$ cat src/rtl/mux_bus_slave.sv
module mux_bus_slave #(
  parameter int DW       = 8,
  parameter int AW       = 5,
  parameter int BEW      = 2,
  parameter int STAT_IDX = 0
) (
  input  logic           clk,
  input  logic           rst_n,
  input  logic           ale,
  input  logic           ads_n,
  input  logic           wr_rd,
  input  logic [BEW-1:0] be,
  input  logic           cs_lo_n,
  input  logic           cs_hi,
  input  logic [DW-1:0]  bus_in,
  output logic [DW-1:0]  bus_out,
  output logic           bus_oe,
  output logic           rdy_n,
  input  logic           usr_irq,
  output logic           irq_n
);
  localparam int IW   = AW + BEW;
  localparam int NREG = 1 << IW;

  logic [AW-1:0] addr_q;
  logic [IW-1:0] idx_q;
  logic          busy_q, ack_q, wr_q;
  logic [DW-1:0] rd_q;
  logic [DW-1:0] regs [NREG];
  logic [DW-1:0] status;

  wire selected = !cs_lo_n && cs_hi;
  wire start    = !ads_n && selected && !busy_q && !ack_q;
  wire is_stat  = (idx_q == IW'(STAT_IDX));

  assign status = {{(DW-1){1'b0}}, usr_irq};

  always_ff @(negedge clk or negedge rst_n)
    if (!rst_n)   addr_q <= '0;
    else if (ale) addr_q <= bus_in[AW-1:0];

  always_ff @(posedge clk or negedge rst_n)
    if (!rst_n) begin
      busy_q <= 1'b0;
      ack_q  <= 1'b0;
      wr_q   <= 1'b0;
      idx_q  <= '0;
      rd_q   <= '0;
    end else begin
      ack_q <= busy_q;
      if (start) begin
        busy_q <= 1'b1;
        idx_q  <= {addr_q, be};
        wr_q   <= wr_rd;
      end else if (busy_q) begin
        busy_q <= 1'b0;
        rd_q   <= is_stat ? status : regs[idx_q];
      end
    end

  always_ff @(posedge clk or negedge rst_n)
    if (!rst_n) begin
      for (int i = 0; i < NREG; i++) regs[i] <= '0;
    end else if (busy_q && wr_q && !is_stat) begin
      regs[idx_q] <= bus_in;
    end

  assign bus_oe  = ack_q && !wr_q;
  assign bus_out = bus_oe ? rd_q : '0;
  assign rdy_n   = !ack_q;
  assign irq_n   = !usr_irq;
endmodule

$ cat config.mk
export PLATFORM = sky130hd
export DESIGN_NAME = mux_bus_slave
export DESIGN_NICKNAME = d
export VERILOG_FILES = /design/src/rtl/mux_bus_slave.sv
export SDC_FILE = /design/constraint.sdc
export NUM_CORES = 2
export LEC_CHECK = 0
export BUFFER_PORTS_ARGS = -buffer_cell sky130_fd_sc_hd__buf_2
export CAP_MARGIN = 15
export CORE_MARGIN = 2
export CORE_UTILIZATION = 50
export CTS_BUF_LIST = sky130_fd_sc_hd__clkbuf_8
export DETAILED_ROUTE_END_ITERATION = 10
export PLACE_DENSITY = 0.67
export SYNTH_ARGS = -nofsm -noshare
export SYNTH_HDL_FRONTEND = slang
export SYNTH_SLANG_ARGS = --single-unit
$ cat constraint.sdc
create_clock -name clk -period 2.5 [get_ports clk]
set_input_delay 0.25 -clock clk [delete_from_list [all_inputs] [get_ports clk]]
set_output_delay 0.25 -clock clk [all_outputs]
set_load 0.02 [all_outputs]
==> metrics.cfg <==
[global_routing]
grt_pass1_wl_um=236000
met3_usage=0.0814
grt-ovfl-total=0
grtUsageMet2=0.484
grt_usage=0.322
grt_max_degree=142
grt_pass1_vias=35000
use_met1=0.438
grt_antenna_before_repair=3
top_usage_layer=met2

[logic_synthesis]
ys_top_cells_by_area=dfrtp_1, mux2_2, mux4_2, mux2i_1, clkbuf_1
synth-compound-area-share=0.0584
syn_area_per_cell_um2=14.2
yosys.cell_types.count=76
synth_mux_area_frac=0.333
synth_ff_type=dfrtp_1
synth_cells=3414
syn_nets=3432
synth-simple-area-share=0.0393
yosysWarnings=0
synth-async-reset-ratio=1.00
synth-adder-area-share=0
synth_top_area_cell=dfrtp_1
synth_edf_count=0
yosys_register_bits=1046
synth_top_family_by_area=multiplexers
netlist_area_um2=48500
synthXorXnorAreaFrac=0
yosysSeqAreaShare=0.539
yosys.area.top_type_share=0.537

[floorplan]
die_h_um=316
rows=114
fp.dieW_um=316
io_pins=29
core_area_um2=96400
dieArea_um2=99600
start_util=0.503

[clock_network]
cts_buffer_depth=3
cts_tree=built
cts_sinks=1046
clockRootBuffer=clkbuf_8
clk-insertion-delay-late_ns=0.87
cts.clk_slew.worst_paths_ns=0.06
cts_buffers=179
htree_levels=4

[timing]
finalCritPeriodShare=1.09
finalWorstSetupSlack_ns=-0.222
slew_headroom=0.262
holdWs_ns=0.0660
fmax_ghz=0.367
finalHoldViolCount=0
rsz0062_at_grt=true
fin_worst_skew_ns=0.126
worst_slew_pin_slew_ns=1.11
drv_slew=0
fin_crit_ns=2.72
finalSetupViolations=8

[route]
ant_nets=0
drc=0
vias=33600
drt_iter0_drc=3344
routedWlPerCell_um=30.2
drt-total-wl_um=160000
drt_first_pass_iters=5
avgViaCountPerCell=6.36

[cells_and_area]
final_util=0.612
drive_above_1_share=0.555
nets=3893
areaGrowthSynthToFinish_pct=21.5

[setup_path]
worstSetupPathType=reg2reg
cp.required_ns=3.22
start_kind=flip-flop
end_kind=flip-flop
worstPathArrival_ns=3.44
critPathMaxFanout=13

[run_status]
violations=setup timing
outcome=finished with violations

[place]
port_buffers=28
gp_congestion=0.975
hpwl_um=107000

[power_and_ir_drop]
p_leak_uw=0.0275
total_power_uw=43900
power-per-cell-area_nw_per_um2=744
irDropWorstVdd_mv=0.689

[hold_path]
hp-class=in2reg

[job]
max_cap_violations=0

==> worst max-delay path: stages (launching register included) <==
cell and delay (ns):
dfrtp_4 0.46, buf_12 0.17, buf_12 0.17, mux4_2 0.53
nand2_2 0.10, nand3_2 0.14, o311ai_1 0.13, buf_4 0.16
a21oi_1 0.14, or4_1 0.56
==> cells by family (layout without fill, tap and decap cells) <==
| group | Yosys count | in the layout |
|---|---|---|
| other | 0 | 3 |
| and+or+nand+nor | 373 | 373 |
| AOI/OAI and AO/OA | 376 | 376 |
| muxes | 1337 | 1337 |
| buffers and inverters | 282 | 875 |
| DFF | 1046 | 1046 |
==> through the flow <==
step           instance area (µm²)  setup slack, ns  setup TNS [ns]  std cells
2_1_floorplan                48500            0.232               0       3414
3_3_place_gp                 53800           -0.587          -52.65       4913
3_5_place_dp                 53800           -0.593          -60.68       4913
4_1_cts                      58300           -0.183          -0.992       5263
5_1_grt                      59000           -0.222           -1.40       5285
6_report                     59000           -0.222           -1.09       5286
==> registers in the layout (all words and copies together), names as in the netlist <==
name	count
addr_q	5
ack_q	1
rd_q	8
busy_q	1
regs	1023
wr_q	1
idx_q	7
==> per-layer routing <==
layer	routed length, µm	up-vias
met2	72200	1642
met3	13800	442
li1	-	13700
met4	8260	2
met1	65500	17900
met5	11	-
==> final timing paths <==
| kind | start | slack (ns) | cells past startpoint | to |
|---|---|---|---|---|
| setup / recovery | idx_q[0] | -0.22 | 9 | rd_q[4] |
| hold / removal | bus_in[7] | 0.07 | 2 | regs[207] |
| setup reg to reg | idx_q[0] | -0.22 | 9 | rd_q[4] |
| hold reg to reg | regs[1021] | 0.37 | 0 | regs[1021] |
| max in group asynchronous | rst_n | 1.10 | 2 | addr_q[3] |
| min in group asynchronous | rst_n | 0.19 | 3 | regs[454] |
==> report_power, final <==
group,switching [µW],leakage [µW],internal (µW)
sequential,469,0.0140,17600
combinational,6170,0.0114,4280
clock,7100,0.00208,8290
==> synth_stat cells (4+ instances only) <==
| master | n |
|---|---|
| o21ai_0 | 49 |
| a211o_1 | 6 |
| dfrtp_1 | 1041 |
| nor3_1 | 12 |
| mux4_1 | 9 |
| o211ai_1 | 7 |
| inv_1 | 10 |
| a21boi_0 | 5 |
| nand3_1 | 28 |
| buf_2 | 44 |
| a211oi_1 | 24 |
| buf_4 | 23 |
| dfrtn_1 | 5 |
| and2_1 | 15 |
| a221o_1 | 12 |
| mux2_2 | 1084 |
| a41oi_1 | 6 |
| nand2b_1 | 12 |
| clkbuf_4 | 5 |
| nand2_2 | 10 |
| clkbuf_1 | 158 |
| o22ai_1 | 15 |
| nor2_2 | 90 |
| nor2_1 | 48 |
| nor2b_1 | 11 |
| a22oi_1 | 57 |
| and3_1 | 4 |
| nand2_1 | 116 |
| buf_1 | 10 |
| a221oi_1 | 66 |
| o221ai_1 | 22 |
| a31oi_1 | 8 |
| o2bb2ai_1 | 10 |
| a22o_1 | 11 |
| nand4_1 | 4 |
| a2111oi_0 | 13 |
| nor4_1 | 4 |
| mux4_2 | 103 |
| a21oi_1 | 36 |
| mux2i_1 | 140 |
| buf_6 | 28 |
==> cells in the final DEF (no fill, tap or decap), drive strengths merged, types with 5 or more instances in the layout <==
cell type	synthesis	routed
mux2	1085	1085
dfrtp	1041	1041
buf	106	532
clkbuf	163	227
mux2i	140	140
nor2	138	138
nand2	126	126
mux4	112	112
inv	12	85
a221oi	67	67
a22oi	57	57
o21ai	49	49
a21oi	36	36
nand3	29	29
a211oi	24	24
o221ai	22	22
and2	15	15
o22ai	15	15
dlygate4sd3	0	14
nor3	14	14
a2111oi	13	13
a221o	12	12
nand2b	12	12
a22o	11	11
nor2b	11	11
o2bb2ai	10	10
clkinv	0	10
a31oi	8	8
o211ai	7	7
a211o	6	6
a41oi	6	6
a21boi	5	5
dfrtn	5	5
and3	5	5
==> area by class of cell <==
class	count	area (µm²)
antenna	3	7.51
clock buffer	225	3100
clock inverter	88	483
fill	7265	37400
inverter	12	50.0
multi-input combinational	2086	21800
sequential	1046	26200
tap	1276	1600
timing repair buffer	550	5800
==> timing repair <==
item / CTS / global route
pin swaps: 24 / 32
buffers inserted: 21 / 19
cloned: 3 / 2
resized for setup: 155 / 103
hold buffers: 14 / 0
endpoints found under the setup margin: 633 / 198
hold endpoints to repair: 509 / 0
(Power assumes the default switching activity.)
